`src/rtl/pgx_pkg.sv`:
```
package pgx_pkg;

    typedef enum logic [1:0] {
        PX_IDLE  = 2'd0,
        PX_READ  = 2'd1,
        PX_WRITE = 2'd2,
        PX_RESP  = 2'd3
    } px_state_e;

    // access kinds
    localparam logic [1:0] ACC_LOAD  = 2'd0;
    localparam logic [1:0] ACC_STORE = 2'd1;
    localparam logic [1:0] ACC_FETCH = 2'd2;

    // result codes
    localparam logic [1:0] RES_OK     = 2'd0;
    localparam logic [1:0] RES_ABSENT = 2'd1;
    localparam logic [1:0] RES_DENIED = 2'd2;

    // entry field offsets above the frame number
    localparam int FLD_RD    = 0;
    localparam int FLD_WR    = 1;
    localparam int FLD_EX    = 2;
    localparam int FLD_RES   = 3;
    localparam int FLD_REF   = 4;
    localparam int FLD_MOD   = 5;
    localparam int FLD_COUNT = 6;

endpackage

```
`src/rtl/pgx_split.sv`:
```
module pgx_split #(
    parameter int VA_W  = 16,
    parameter int OFF_W = 10,
    parameter int MA_W  = 16
) (
    input  logic [VA_W-1:0]  vaddr,
    input  logic [MA_W-1:0]  base,
    output logic [OFF_W-1:0] off,
    output logic [MA_W-1:0]  ent_addr
);
    localparam int VPN_W = VA_W - OFF_W;

    logic [VPN_W-1:0] vpn;

    always_comb begin
        vpn      = vaddr[VA_W-1:OFF_W];
        off      = vaddr[OFF_W-1:0];
        ent_addr = base + MA_W'(vpn);
    end
endmodule

```
`src/rtl/pgx_judge.sv`:
```
module pgx_judge
    import pgx_pkg::*;
#(
    parameter int PFN_W = 10,
    parameter int OFF_W = 10
) (
    input  logic [PFN_W+FLD_COUNT-1:0] ent,
    input  logic [1:0]                 acc,
    input  logic [OFF_W-1:0]           off,
    output logic [1:0]                 code,
    output logic [PFN_W+FLD_COUNT-1:0] upd_ent,
    output logic                       need_wb,
    output logic [PFN_W+OFF_W-1:0]     paddr
);
    logic allowed;

    always_comb begin
        case (acc)
            ACC_LOAD:  allowed = ent[PFN_W+FLD_RD];
            ACC_STORE: allowed = ent[PFN_W+FLD_WR];
            ACC_FETCH: allowed = ent[PFN_W+FLD_EX];
            default:   allowed = 1'b0;
        endcase

        if (!ent[PFN_W+FLD_RES])  code = RES_ABSENT;
        else if (!allowed)        code = RES_DENIED;
        else                      code = RES_OK;

        upd_ent = ent;
        if (code == RES_OK) begin
            upd_ent[PFN_W+FLD_REF] = 1'b1;
            if (acc == ACC_STORE) upd_ent[PFN_W+FLD_MOD] = 1'b1;
        end
        need_wb = (code == RES_OK) && (upd_ent != ent);
        paddr   = (code == RES_OK) ? {ent[PFN_W-1:0], off} : '0;
    end
endmodule

```
`src/rtl/vpage_xlate.sv`:
```
module vpage_xlate
    import pgx_pkg::*;
#(
    parameter int VA_W       = 16,
    parameter int PA_W       = 20,
    parameter int PAGE_BYTES = 1024,
    parameter int MA_W       = 16
) (
    input  logic                                  clk,
    input  logic                                  rst_n,
    input  logic [MA_W-1:0]                       tbl_base,
    input  logic                                  req_valid,
    output logic                                  req_ready,
    input  logic [VA_W-1:0]                       req_vaddr,
    input  logic [1:0]                            req_acc,
    output logic                                  rsp_valid,
    input  logic                                  rsp_ready,
    output logic                                  rsp_fault,
    output logic [1:0]                            rsp_code,
    output logic [PA_W-1:0]                       rsp_paddr,
    output logic                                  mem_req,
    output logic                                  mem_we,
    output logic [MA_W-1:0]                       mem_addr,
    output logic [PA_W-$clog2(PAGE_BYTES)+5:0]    mem_wdata,
    input  logic                                  mem_ack,
    input  logic [PA_W-$clog2(PAGE_BYTES)+5:0]    mem_rdata
);
    localparam int OFF_W = $clog2(PAGE_BYTES);
    localparam int PFN_W = PA_W - OFF_W;
    localparam int ENT_W = PFN_W + FLD_COUNT;

    if (PAGE_BYTES < 512 || PAGE_BYTES > 16384 || (1 << OFF_W) != PAGE_BYTES) begin : g_bad_page
        $error("page size must be a power of two from 512 to 16384");
    end

    typedef struct packed {
        px_state_e        st;
        logic [VA_W-1:0]  va;
        logic [1:0]       acc;
        logic [ENT_W-1:0] ent;
        logic [1:0]       code;
        logic [PA_W-1:0]  pa;
    } regs_t;

    regs_t r_q, r_d;

    logic [OFF_W-1:0] off_w;
    logic [MA_W-1:0]  ent_addr_w;
    logic [1:0]       code_w;
    logic [ENT_W-1:0] upd_w;
    logic             wb_w;
    logic [PA_W-1:0]  pa_w;

    pgx_split #(.VA_W(VA_W), .OFF_W(OFF_W), .MA_W(MA_W)) i_split (
        .vaddr    (r_q.va),
        .base     (tbl_base),
        .off      (off_w),
        .ent_addr (ent_addr_w)
    );

    pgx_judge #(.PFN_W(PFN_W), .OFF_W(OFF_W)) i_judge (
        .ent     (mem_rdata),
        .acc     (r_q.acc),
        .off     (off_w),
        .code    (code_w),
        .upd_ent (upd_w),
        .need_wb (wb_w),
        .paddr   (pa_w)
    );

    always_comb begin
        r_d = r_q;
        unique case (r_q.st)
            PX_IDLE: begin
                if (req_valid) begin
                    r_d.va  = req_vaddr;
                    r_d.acc = req_acc;
                    r_d.st  = PX_READ;
                end
            end
            PX_READ: begin
                if (mem_ack) begin
                    r_d.ent  = upd_w;
                    r_d.code = code_w;
                    r_d.pa   = pa_w;
                    r_d.st   = wb_w ? PX_WRITE : PX_RESP;
                end
            end
            PX_WRITE: begin
                if (mem_ack) r_d.st = PX_RESP;
            end
            PX_RESP: begin
                if (rsp_ready) r_d.st = PX_IDLE;
            end
            default: r_d.st = PX_IDLE;
        endcase
    end

    always_ff @(posedge clk or negedge rst_n) begin
        if (!rst_n) begin
            r_q <= '{st: PX_IDLE, va: '0, acc: '0, ent: '0, code: '0, pa: '0};
        end else begin
            r_q <= r_d;
        end
    end

    always_comb begin
        req_ready = (r_q.st == PX_IDLE);
        mem_req   = (r_q.st == PX_READ) || (r_q.st == PX_WRITE);
        mem_we    = (r_q.st == PX_WRITE);
        mem_addr  = ent_addr_w;
        mem_wdata = r_q.ent;
        rsp_valid = (r_q.st == PX_RESP);
        rsp_code  = r_q.code;
        rsp_fault = (r_q.code != RES_OK);
        rsp_paddr = r_q.pa;
    end
endmodule

```
`config.mk`:
```
export PLATFORM = sky130hd
export DESIGN_NAME = vpage_xlate
export DESIGN_NICKNAME = d
export VERILOG_FILES = /design/src/rtl/pgx_pkg.sv /design/src/rtl/pgx_split.sv /design/src/rtl/pgx_judge.sv /design/src/rtl/vpage_xlate.sv
export SDC_FILE = /design/constraint.sdc
export NUM_CORES = 1
export LEC_CHECK = 0
export ABC_AREA = 1
export BUFFER_PORTS_ARGS = -buffer_cell sky130_fd_sc_hd__buf_2
export CORE_AREA = 3 3 84 86
export CTS_CLUSTER_SIZE = 40
export DETAILED_ROUTE_END_ITERATION = 7
export DIE_AREA = 0 0 87 89
export GPL_TIMING_DRIVEN = 0
export PLACE_DENSITY_LB_ADDON = 0.1
export SYNTH_ARGS = -nofsm -noshare
export SYNTH_HDL_FRONTEND = slang
export SYNTH_SLANG_ARGS = --single-unit
```
`constraint.sdc`:
```
create_clock -name clk -period 2.45 [get_ports clk]
set_clock_uncertainty 0.1 [all_clocks]
set_input_delay 0.49 -clock clk [delete_from_list [all_inputs] [get_ports clk]]
set_output_delay 0.49 -clock clk [all_outputs]
set_load 0.005 [all_outputs]
```
# ---- After elaboration in Yosys (flattened, before gate mapping)
# Index checks and enable logic that the tools add are counted.
dict set report totals {
  ff_bits 58
  in_bits 55
  out_inout_bits 59
  word_cells 38
}
dict set report classes {
  add_sub_neg 1
  n_eq_ne 10
  mux 12
  n_reduce_logical 9
}
# op count
set op_table {}
lappend op_table {{2-to-1 mux 20 bit} 2}
lappend op_table {{adder 16 x 6 -> 16 bit} 1}
lappend op_table {{2-to-1 mux 2 bit} 6}
lappend op_table {{case mux 2 bit (4 select lines)} 1}
lappend op_table {{equality test 2 bit (second input constant)} 3}
lappend op_table {{logical NOT 2 bit} 3}
lappend op_table {{equality test 2 x 1 -> 1 bit (second input constant)} 2}
lappend op_table {{!= test 2 x 1 -> 1 bit (second input constant)} 2}
lappend op_table {{!= test 2 bit (second input constant)} 2}
lappend op_table {{AND reduction 2 bit} 2}
lappend op_table {{AND reduction 4 bit} 1}
lappend op_table {{case mux 1 bit (3 select lines)} 1}
lappend op_table {{2-to-1 mux 1 bit} 2}
lappend op_table {{!= test 2 bit} 1}
lappend op_table {{nonzero test 2 bit} 1}
lappend op_table {{logical AND 1 bit} 1}
lappend op_table {{logical OR 1 bit} 1}

# ---- Longest topological paths before layout
# Gate-level depths: netlist of run 1.
dict set report logic_depth {
  ltp_word 11
  ltp_mapped 11
  depth_no_buf 11
}

# ---- Cells and area by module
# From an unflattened synthesis of run 1, not the netlist that was laid out.
dict set report hier_totals {
  hier_cells 506
  area_unflattened_um2 3733.6
}
# module instances cells_each area_each_um2 seq_area_each_um2
set modules_own_cells {}
lappend modules_own_cells {vpage_xlate 1 313 2712.6 1451.4}
lappend modules_own_cells {pgx_split 1 119 654.4 0.0}
lappend modules_own_cells {pgx_judge 1 74 366.6 0.0}

# ---- Least setup slack after synthesis of run 1
# No wires, ideal clock.
dict set report synth_timing {
  kind {input port to output port}
  start {input port tbl_base[0]}
  end {output port mem_addr[8]}
  arrival_ps 1627
  required_ps 1860
  slack_ps 233
  path_stages 9
  n_path_buf 0
  path_cell_list {ha_1 > inv_1 > fa_1 > inv_1 > nand3_1 > nand2_1 > nand2_1 > o21ai_2 > xor2_1}
}
dict set report synth_between {
  elab_chain_cells 1
}
# item line_no
set synth_lines {}
lappend synth_lines {{start: declaration} vpage_xlate.sv:11} ;# input logic [MA_W-1:0] tbl_base,
lappend synth_lines {{adder 16 x 6 -> 16 bit} pgx_split.sv:18} ;# ent_addr = base + MA_W'(vpn);
lappend synth_lines {{end: declaration} vpage_xlate.sv:23} ;# output logic [MA_W-1:0] mem_addr,
# Every way passes these cells.

# ---- Final worst setup path of run 1
dict set report layout_timing {
  start {register r_q[50] (netlist bit)}
  end {output port mem_addr[8]}
}
dict set report layout_between {
  elab_chain_cells 1
}
# item line_no
set layout_lines {}
lappend layout_lines {{start: declaration} vpage_xlate.sv:45} ;# regs_t r_q, r_d;
lappend layout_lines {{start signal: assignment} vpage_xlate.sv:101} ;# r_q <= '{st: PX_IDLE, va: '0, acc: '0, ent: '0, code: '0, pa: '0};
lappend layout_lines {{start signal: assignment} vpage_xlate.sv:103} ;# r_q <= r_d;
lappend layout_lines {{adder 16 x 6 -> 16 bit} pgx_split.sv:18}
# Every way passes these cells.

==> results.py, run 1 <==
metrics = {
    "grt": {
        "antenna_found_initial": 0,
        "grt_usage_pct": 20.8,
        "gr-total-overflow": 0,
        "first_global_vias": 2865,
        "grt_max_degree": 59,
        "grt_pass1_wl_mm": 12.5,
    },
    "drt": {
        "drt-total-wl_mm": 7.59,
        "first_pass_iters": 4,
        "wl_per_cell_um": 12.5,
        "postRouteAntennaNets": 0,
        "vias": 2920,
        "vias_per_cell": 4.82,
        "drt_iter0_markers": 97,
        "route.detailed.drc": 0,
    },
    "sta": {
        "relSlewSlack_pct": 50.8,
        "tightest_slew_ns": 0.738,
        "period_share_pct": 106,
        "slew_violations": 0,
        "holdWs_ns": 0.112,
        "setup_viol": 6,
        "fin_tns_setup_ns": -0.637,
        "min_period_ns": 2.60,
        "max_freq_mhz": 384,
        "final_hold_viol_count": 0,
        "worst_slack_ns": -0.155,
        "rsz0062_at_grt": "true",
    },
    "clock_tree": {
        "clk_pin_slew_worst_paths_ns": 0.07,
        "cts_buffer_depth": 2,
        "h-tree-depth": 3,
        "cts_root_buf": "clkbuf_8",
        "clk_latency_ns": 0.34,
        "cts-hold-fix-buffers": 0,
        "cts_made_buffers": 9,
        "clkSinkCount": 58,
        "cts_tree": "built",
    },
    "critical_path": {
        "end_kind": "output pin",
        "cpMaxStageDelayCell": "dfrtp_1",
        "cp.arrival_ns": 2.01,
        "cp.required_ns": 1.86,
        "crit_fanout": 5,
        "cpPeakStageDelay_ns": 0.37,
        "critPathLaunchType": "flip-flop",
        "cp_cell_sequence": "ha_2 > inv_2 > fa_2 > inv_2 > nand3_1 > nand2_2 > nand2_2 > o21ai_4 > xor2_1 > buf_2",
        "crit_type": "reg -> out",
    },
    "floorplanning": {
        "top_level_ports": 114,
        "coreArea_mm2": 0.00635,
        "start_util_pct": 49.6,
        "die_area_mm2": 0.00774,
        "die_y_um": 89,
        "std_cell_rows": 29,
        "die_x_um": 87,
    },
    "final_layout": {
        "num-nets-final": 591,
        "syn2layout_area_growth_pct": 31.2,
        "post-route-util_pct": 65.1,
        "insertedDiodeCount": 0,
        "stdcell_count": 606,
        "final_cell_area_mm2": 0.00413,
        "drive_above_1_share_pct": 38.2,
    },
    "status": {
        "violations": "setup timing",
        "status": "finished, violations left",
    },
    "place": {
        "post-dp-hpwl_mm": 5.65,
        "dpl_cell_area_mm2": 0.00381,
        "place_ws_ns": -0.101,
        "dpl.cell_count": 585,
        "portBuffers": 113,
        "routabilityCongestion": 0.851,
    },
    "synthesis": {
        "synth_top_area_cell": "dfrtp_1",
        "synth-seq-cells": 58,
        "synth-seq-area-share_pct": 46.1,
        "synthCells": 395,
        "syn_area_mm2": 0.00315,
        "synth_top_area_share_pct": 46.1,
        "yosys_warnings": 0,
        "postSynthAreaPerCell_um2": 7.98,
        "ys_types": 27,
        "netlist_top_cells_area": "dfrtp_1, nand2_1, buf_4, ha_1, nand3_1",
        "syn_nets": 461,
    },
    "power_and_ir_drop": {
        "leakagePower_nw": 2.43,
        "peakVddDrop_mv": 0.720,
        "p_per_area_mw_per_mm2": 1150,
        "total_power_mw": 4.77,
    },
    "min_path": {
        "hold_path_class": "in -> async",
    },
    "flow_run": {
        "max_cap_viol_count": 0,
    },
}
-- critical path: cells and delay by family (launching register included) --
family / cells / cell delay [ns]
AOI/OAI and AO/OA: 1 / 0.09
xor gates and xnor gates: 1 / 0.18
adders and majority gates: 2 / 0.54
buffers and inverters: 3 / 0.25
DFF: 1 / 0.37
and+or+nand+nor: 3 / 0.26
-- power by group --
group	internal (mW)	total, mW	leakage (nW)	switching [mW]
sequential	1.39	1.64	0.743	0.249
clock	0.487	0.862	0.0941	0.375
combinational	1.17	2.27	1.60	1.10
-- cell usage in the layout (no fill, tap or decap), drive strengths merged, types with 3 or more instances in the layout --
cell type / synthesis / layout
nor3: 3 / 3
nor2: 11 / 11
dfrtp: 58 / 58
o21ai: 17 / 17
buf: 46 / 165
a21oi: 8 / 8
nand3b: 3 / 3
nand3: 27 / 27
inv: 30 / 30
nand2: 162 / 162
ha: 10 / 10
clkbuf: 2 / 12
xor2: 6 / 6
-- layer usage --
metal	track usage, %	part of all wire (%)	vias up
li1	-	-	1460
met1	26.3	44	1364
met2	34.0	48	86
met3	5.62	6.5	10
met4	7.93	1.3	0
met5	0	0	-
-- final timing paths --
| kind | from | to | slack, ns | cells past startpoint |
|---|---|---|---|---|
| worst max-delay path | r_q[50]$_DFFE_PN0P_ | mem_addr[8] | -0.15 | 10 |
| worst min-delay path | rst_n | rsp_paddr[9]$_DFFE_PN0P_ | 0.11 | 1 |
| worst max register to register | r_q[56]$_DFFE_PN0P_ | r_q[38]$_DFFE_PN0P_ | 0.78 | 6 |
| worst min register to register | mem_wdata[4]$_DFFE_PN0P_ | mem_wdata[4]$_DFFE_PN0P_ | 0.38 | 2 |
| max in group asynchronous | rst_n | mem_wdata[6]$_DFFE_PN0P_ | 1.64 | 1 |
| min in group clk | req_vaddr[9] | r_q[49]$_DFFE_PN0P_ | 0.25 | 3 |
-- synthesized netlist by cell type (all sizes together) --
cell      n
ha       10
nor3      3
nand3b    3
a31oi     1
fa        1
nand4     2
inv      30
xnor2     1
o211ai    1
a21oi     8
dfrtp    58
o21ai    17
clkbuf    2
buf      46
or2       1
nor3b     1
o21bai    2
nor2     11
nand3    27
nand2   162
xor2      6
o22ai     2
-- cells by family (layout without fill, tap and decap cells) --
family,Yosys count,in the layout,synth area share (%)
compound gates,31,31,5.40
xor+xnor,7,7,1.95
fa+ha+maj,11,11,4.61
buf+inv,78,212,14.2
flops,58,58,46.1
simple gates,210,210,27.8
-- registers in the layout (all words and copies together) (netlist names) --
| register | flops |
|---|---|
| mem_wdata | 16 |
| r_q | 20 |
| rsp_code | 2 |
| rsp_paddr | 20 |
-- layout make-up --
type,count,area (um^2)
inverters,30,113
clock buffers,10,138
fillers,593,2220
well taps,77,96.3
clock inverters,5,55.1
multi-input cells,259,1330
repair buffers,119,613
flip-flops and latches,58,1450
plain buffers,48,335
-- what timing repair did --
action / CTS / global route
gates resized for setup: 7 / 8
pin swaps: 3 / 4
setup endpoints to repair: 10 / 12
gates cloned: 0 / 0
setup buffers: 3 / 3
(Power assumes the default switching activity.)
==> inputs of run 2 (changes only) <==
--- a/config.mk
+++ b/config.mk
@@ -13,6 +13,7 @@
 export DIE_AREA = 0 0 87 89
 export GPL_TIMING_DRIVEN = 0
 export PLACE_DENSITY_LB_ADDON = 0.1
+export SETUP_SLACK_MARGIN = 0.15
 export SYNTH_ARGS = -nofsm -noshare
 export SYNTH_HDL_FRONTEND = slang
 export SYNTH_SLANG_ARGS = --single-unit
==> run 2 against run 1 <==
The flow still finishes with violations (setup timing). Final area grew 1.8%. Sequential share of layout area decreased by 0.62 points. Die area unchanged. Via count up 0.75%. Sequential power is essentially flat. Fmax shrank 0.87%. Hold slack worse by 0.0023 ns. Count of clock-buffer cells in the layout stayed put. Clock power hardly changed. Final cell count up 1.2%. Wire length rose by 2.5%. Largest power group unchanged.
==> results.py, run 2 (synthesis results as in run 1) <==
metrics = {
    "sta": {
        "relSlewSlack_pct": 51.4,
        "fin_tns_setup_ns": -0.739,
        "min_period_ns": 2.63,
        "setup_viol": 6,
        "worst_slack_ns": -0.177,
        "final_hold_viol_count": 0,
        "holdWs_ns": 0.110,
        "max_freq_mhz": 381,
        "period_share_pct": 107,
        "slew_violations": 0,
        "rsz0062_at_grt": "true",
        "tightest_slew_ns": 0.730,
    },
    "drt": {
        "drt-total-wl_mm": 7.78,
        "postRouteAntennaNets": 0,
        "first_pass_iters": 6,
        "wl_per_cell_um": 12.7,
        "vias": 2942,
        "drt_iter0_markers": 98,
        "vias_per_cell": 4.80,
        "route.detailed.drc": 0,
    },
    "grt": {
        "first_global_vias": 2906,
        "grt_usage_pct": 21.1,
        "grt_max_degree": 59,
        "grt_pass1_wl_mm": 12.7,
        "antenna_found_initial": 0,
        "gr-total-overflow": 0,
    },
    "final_layout": {
        "layout_common_cells": "nand2_1, buf_2, dfrtp_1, buf_4",
        "insertedDiodeCount": 0,
        "num-nets-final": 598,
        "final.fill_count": 574,
        "stdcell_count": 613,
        "final_common_cell": "nand2_1",
        "syn2layout_area_growth_pct": 33.6,
        "drive_above_1_share_pct": 39.7,
    },
    "critical_path": {
        "critPathLaunchType": "flip-flop",
        "cp.required_ns": 1.86,
        "crit_fanout": 3,
        "cp.arrival_ns": 2.04,
        "end_kind": "output pin",
        "crit_type": "reg -> out",
    },
    "floorplanning": {
        "die_area_mm2": 0.00774,
        "coreArea_mm2": 0.00635,
        "start_util_pct": 49.6,
        "std_cell_rows": 29,
        "top_level_ports": 114,
        "die_y_um": 89,
        "die_x_um": 87,
    },
    "power_and_ir_drop": {
        "peakVddDrop_mv": 0.724,
        "p_per_area_mw_per_mm2": 1160,
        "leakagePower_nw": 2.47,
    },
    "clock_tree": {
        "clkSinkCount": 58,
        "cts_buffer_depth": 2,
        "cts-hold-fix-buffers": 0,
        "clk_latency_ns": 0.34,
        "clk_pin_slew_worst_paths_ns": 0.07,
        "cts_root_buf": "clkbuf_8",
        "h-tree-depth": 3,
        "cts_made_buffers": 9,
        "cts_tree": "built",
    },
    "status": {
        "violations": "setup timing",
        "status": "finished, violations left",
    },
    "min_path": {
        "hold_path_class": "in -> async",
    },
    "place": {
        "place_ws_ns": -0.101,
        "portBuffers": 113,
        "routabilityCongestion": 0.851,
        "dpl.cell_count": 585,
        "post-dp-hpwl_mm": 5.65,
    },
    "flow_run": {
        "max_cap_viol_count": 0,
    },
}
==> run 2: cell count changes in the layout (fill, tap and decap cells not counted), moves of 2 or more <==
cell	before	now
buf_4	46	53
nand2_1	159	156
nand2_2	3	6
a21oi_2	3	1
==> run 2: metrics by stage <==
stage / area (um^2) / total power [mW] / util, %
3_3_place_gp: 3810 / 3.69 / 60.0
5_1_grt: 4210 / 5.31 / 66.3
6_report: 4210 / 4.89 / 66.3
4_1_cts: 4170 / 4.86 / 65.6
3_5_place_dp: 3810 / 3.76 / 60.0
2_1_floorplan: 3150 / 2.98 / -
==> run 2: path summary, 6_finish.rpt <==
kind | end | slack (ns) | cells past startpoint | startpoint
max in group asynchronous | mem_wdata[6]$_DFFE_PN0P_ | 1.65 | 1 | rst_n
worst max-delay path | mem_addr[14] | -0.18 | 10 | r_q[50]$_DFFE_PN0P_
worst min register to register | mem_wdata[4]$_DFFE_PN0P_ | 0.38 | 2 | mem_wdata[4]$_DFFE_PN0P_
min in group clk | r_q[49]$_DFFE_PN0P_ | 0.25 | 3 | req_vaddr[9]
worst max register to register | r_q[38]$_DFFE_PN0P_ | 0.78 | 6 | r_q[56]$_DFFE_PN0P_
worst min-delay path | rsp_paddr[7]$_DFFE_PN0P_ | 0.11 | 1 | rst_n
==> run 2: power by group <==
part	total [mW]	switching, mW	internal, mW
sequential	1.64	0.253	1.39
clock	0.863	0.376	0.487
combinational	2.39	1.14	1.24
total	4.89	1.77	3.12
==> run 2: final cells by class <==
cell class | count | area, um^2 | share of cell area [%]
Sequential cell | 58 | 1450 | 34.5
Multi-Input combinational cell | 259 | 1350 | 32.2
Timing Repair Buffer | 126 | 666 | 15.8
Buffer | 48 | 335 | 7.97
Clock buffer | 10 | 138 | 3.27
Inverter | 30 | 113 | 2.68
Tap cell | 77 | 96.3 | 2.29
Clock inverter | 5 | 55.1 | 1.31
==> run 2: critical path, stage by stage (launching register included) <==
cell      delay [ns]
dfrtp_1         0.37
ha_2            0.20
inv_2           0.04
fa_2            0.35
inv_2           0.07
nand4_1         0.12
o211ai_1        0.22
nand2_1         0.10
nand2_1         0.07
nand2_1         0.05
buf_2           0.12
==> run 2: metal layers <==
metal | vias to the layer above | GRT usage [%] | part of all wire [%]
li1 | 1474 | - | -
met1 | 1380 | 26.5 | 43
met2 | 76 | 35.3 | 49
met3 | 12 | 5.53 | 5.9
met4 | 0 | 7.65 | 1.6
met5 | - | 0 | 0
==> run 2: timing repair <==
item,CTS,global route
buffers inserted,10,3
hold endpoints to repair,0,0
resized for setup,16,4
pin swaps,16,9
endpoints found under the setup margin,12,14
==> inputs of run 3 (changes only) <==
--- a/config.mk
+++ b/config.mk
@@ -6,13 +6,12 @@
 export NUM_CORES = 1
 export LEC_CHECK = 0
 export ABC_AREA = 1
-export BUFFER_PORTS_ARGS = -buffer_cell sky130_fd_sc_hd__buf_2
-export CORE_AREA = 3 3 84 86
+export CORE_AREA = 3 3 117 63
 export CTS_CLUSTER_SIZE = 40
 export DETAILED_ROUTE_END_ITERATION = 7
-export DIE_AREA = 0 0 87 89
+export DIE_AREA = 0 0 120 66
+export DONT_BUFFER_PORTS = 1
 export GPL_TIMING_DRIVEN = 0
-export PLACE_DENSITY_LB_ADDON = 0.1
 export SETUP_SLACK_MARGIN = 0.15
 export SYNTH_ARGS = -nofsm -noshare
 export SYNTH_HDL_FRONTEND = slang
==> run 3 against run 2 <==
The flow now finishes without violations. Core utilization decreased by 7.1 points. Non-clock buffer count fell by 119. Setup slack improved by 0.23 ns. Die area rose by 2.3%. Sequential power is essentially flat. Sequential share of layout area increased by 3.3 points. Fmax increased by 9.5%. First-iteration DRC count increased by 92%. Final area fell by 8.7%. Via count fell by 15%. Clock power up 54%. Global-route usage is 0.92 points lower. Critical endpoint is now mem_addr[10]. Largest power group unchanged.
==> results.py, run 3 (synthesis results as in run 1) <==
metrics = {
    "sta": {
        "relSlewSlack_pct": 62.0,
        "worst_slack_ns": 0.0509,
        "period_share_pct": 97.9,
        "slew_violations": 0,
        "tightest_slew_ns": 0.570,
        "final_hold_viol_count": 0,
        "min_period_ns": 2.40,
        "setup_viol": 0,
        "holdWs_ns": 0.179,
        "fin_tns_setup_ns": 0,
        "rsz0062_at_grt": "true",
        "max_freq_mhz": 417,
    },
    "drt": {
        "wl_met3_um": 548,
        "top_layer": "met4",
        "postRouteAntennaNets": 0,
        "vias_per_cell": 4.89,
        "route.detailed.drc": 0,
        "drt_iter0_markers": 188,
        "drt-met1-wl_mm": 4.00,
        "dr_wl_met2_mm": 3.17,
        "vias": 2493,
        "drt-total-wl_mm": 7.80,
        "wl_per_cell_um": 15.3,
        "first_pass_iters": 4,
    },
    "min_path": {
        "hp-start": "req_vaddr[8]",
        "hold_path_class": "in -> reg",
    },
    "critical_path": {
        "end_kind": "output pin",
        "cp.required_ns": 1.86,
        "cpPeakStageDelay_ns": 0.39,
        "worstReg2RegStart": "r_q[56]$_DFFE_PN0P_",
        "cp_cell_sequence": "ha_4 > inv_2 > fa_2 > inv_2 > nand3_2 > nand2_2 > nand2_2 > o21ai_4 > nand2_1 > nand2_1 > nand2_1",
        "cp_top_family": "adder cells",
        "critPathLaunchType": "flip-flop",
        "cpMaxStageDelayCell": "dfrtp_1",
        "crit_type": "reg -> out",
        "crit_fanout": 5,
        "cp.arrival_ns": 1.81,
        "crit_top_cell": "nand2_1",
        "crit_start": "r_q[50]$_DFFE_PN0P_",
        "cp.buffers_inverters": 2,
    },
    "power_and_ir_drop": {
        "leakagePower_nw": 2.03,
        "p_per_area_mw_per_mm2": 1290,
        "peakVddDrop_mv": 0.570,
    },
    "final_layout": {
        "layout_common_cells": "nand2_1, dfrtp_1, buf_4, inv_1, nand3_1",
        "num-nets-final": 479,
        "drive_above_1_share_pct": 25.8,
        "post-route-util_pct": 59.2,
        "insertedDiodeCount": 0,
        "syn2layout_area_growth_pct": 22.0,
        "final_common_cell": "nand2_1",
        "final_cell_area_mm2": 0.00384,
    },
    "grt": {
        "first_global_vias": 2360,
        "gr-total-overflow": 0,
        "antenna_found_initial": 0,
        "grt_usage_pct": 20.2,
        "grt_pass1_wl_mm": 12.1,
        "grt_max_degree": 59,
    },
    "place": {
        "place_ws_ns": 0.0503,
        "dpl_cell_area_mm2": 0.00327,
        "portBuffers": 0,
        "routabilityCongestion": 0.788,
        "post-dp-hpwl_mm": 5.71,
    },
    "clock_tree": {
        "clkSinkCount": 58,
        "cts_buffer_depth": 2,
        "cts_root_buf": "clkbuf_16",
        "cts_tree": "built",
        "clk_pin_slew_worst_paths_ns": 0.05,
        "cts_made_buffers": 9,
        "h-tree-depth": 3,
        "clk_latency_ns": 0.32,
    },
    "flow_run": {
        "max_cap_viol_count": 0,
    },
    "floorplanning": {
        "start_util_pct": 48.5,
        "die_x_um": 120,
        "die_area_mm2": 0.00792,
        "die_y_um": 66,
        "top_level_ports": 114,
        "coreArea_mm2": 0.00649,
        "std_cell_rows": 21,
    },
    "status": {
        "status": "finished clean",
    },
}
[run 3: area by class of cell]
cell class / instances / area [um^2]
multi-input cells: 259 / 1430
plain buffers: 48 / 335
fillers: 601 / 2650
flip-flops and latches: 58 / 1450
well taps: 92 / 115
clock buffers: 12 / 246
inverters: 30 / 113
clock inverters: 4 / 75.1
repair buffers: 7 / 75.1
[run 3: path summary, 6_finish.rpt]
kind	to	slack (ns)	cells after the start
max in group asynchronous	r_q[55]$_DFFE_PN0P_	1.39	2
min	r_q[48]$_DFFE_PN0P_	0.18	2
min in group asynchronous	rsp_paddr[3]$_DFFE_PN0P_	0.61	2
max reg2reg	r_q[38]$_DFFE_PN0P_	0.68	6
min reg2reg	rsp_paddr[4]$_DFFE_PN0P_	0.38	2
max	mem_addr[10]	0.05	11
[run 3: per-stage QoR]
step                      cells  total power [mW]
after global routing        510              5.33
after detailed placement    487              3.37
after CTS                   509              4.89
final                       510              4.95
after floorplan             395              2.98
after global placement      487              3.32
[run 3: what timing repair did]
item	in CTS	in global routing
setup endpoints to repair	12	13
endpoints found under the hold margin	58	0
hold buffers	2	0
pin swaps	9	12
resized for setup	17	24
buffers inserted	4	1
[run 3: worst reg2reg max path, stage by stage (launching register included)]
cell and delay, ns:
dfrtp_1 0.42, inv_1 0.10, ha_1 0.21, nand2_1 0.24, inv_1 0.22, buf_2 0.25
o21ai_0 0.11
[run 3: routing by layer]
layer	track usage, %	vias to the layer above
met3	8.97	9
met5	0	-
met1	30.2	1173
li1	-	1241
met2	26.1	70
met4	4.99	0
[run 3: power by group]
part	internal [mW]	switching (mW)	leakage, nW	total, mW
logic	0.911	1.05	1.14	1.96
clock network	0.917	0.412	0.149	1.33
registers	1.39	0.272	0.741	1.66
total	3.22	1.73	2.03	4.95
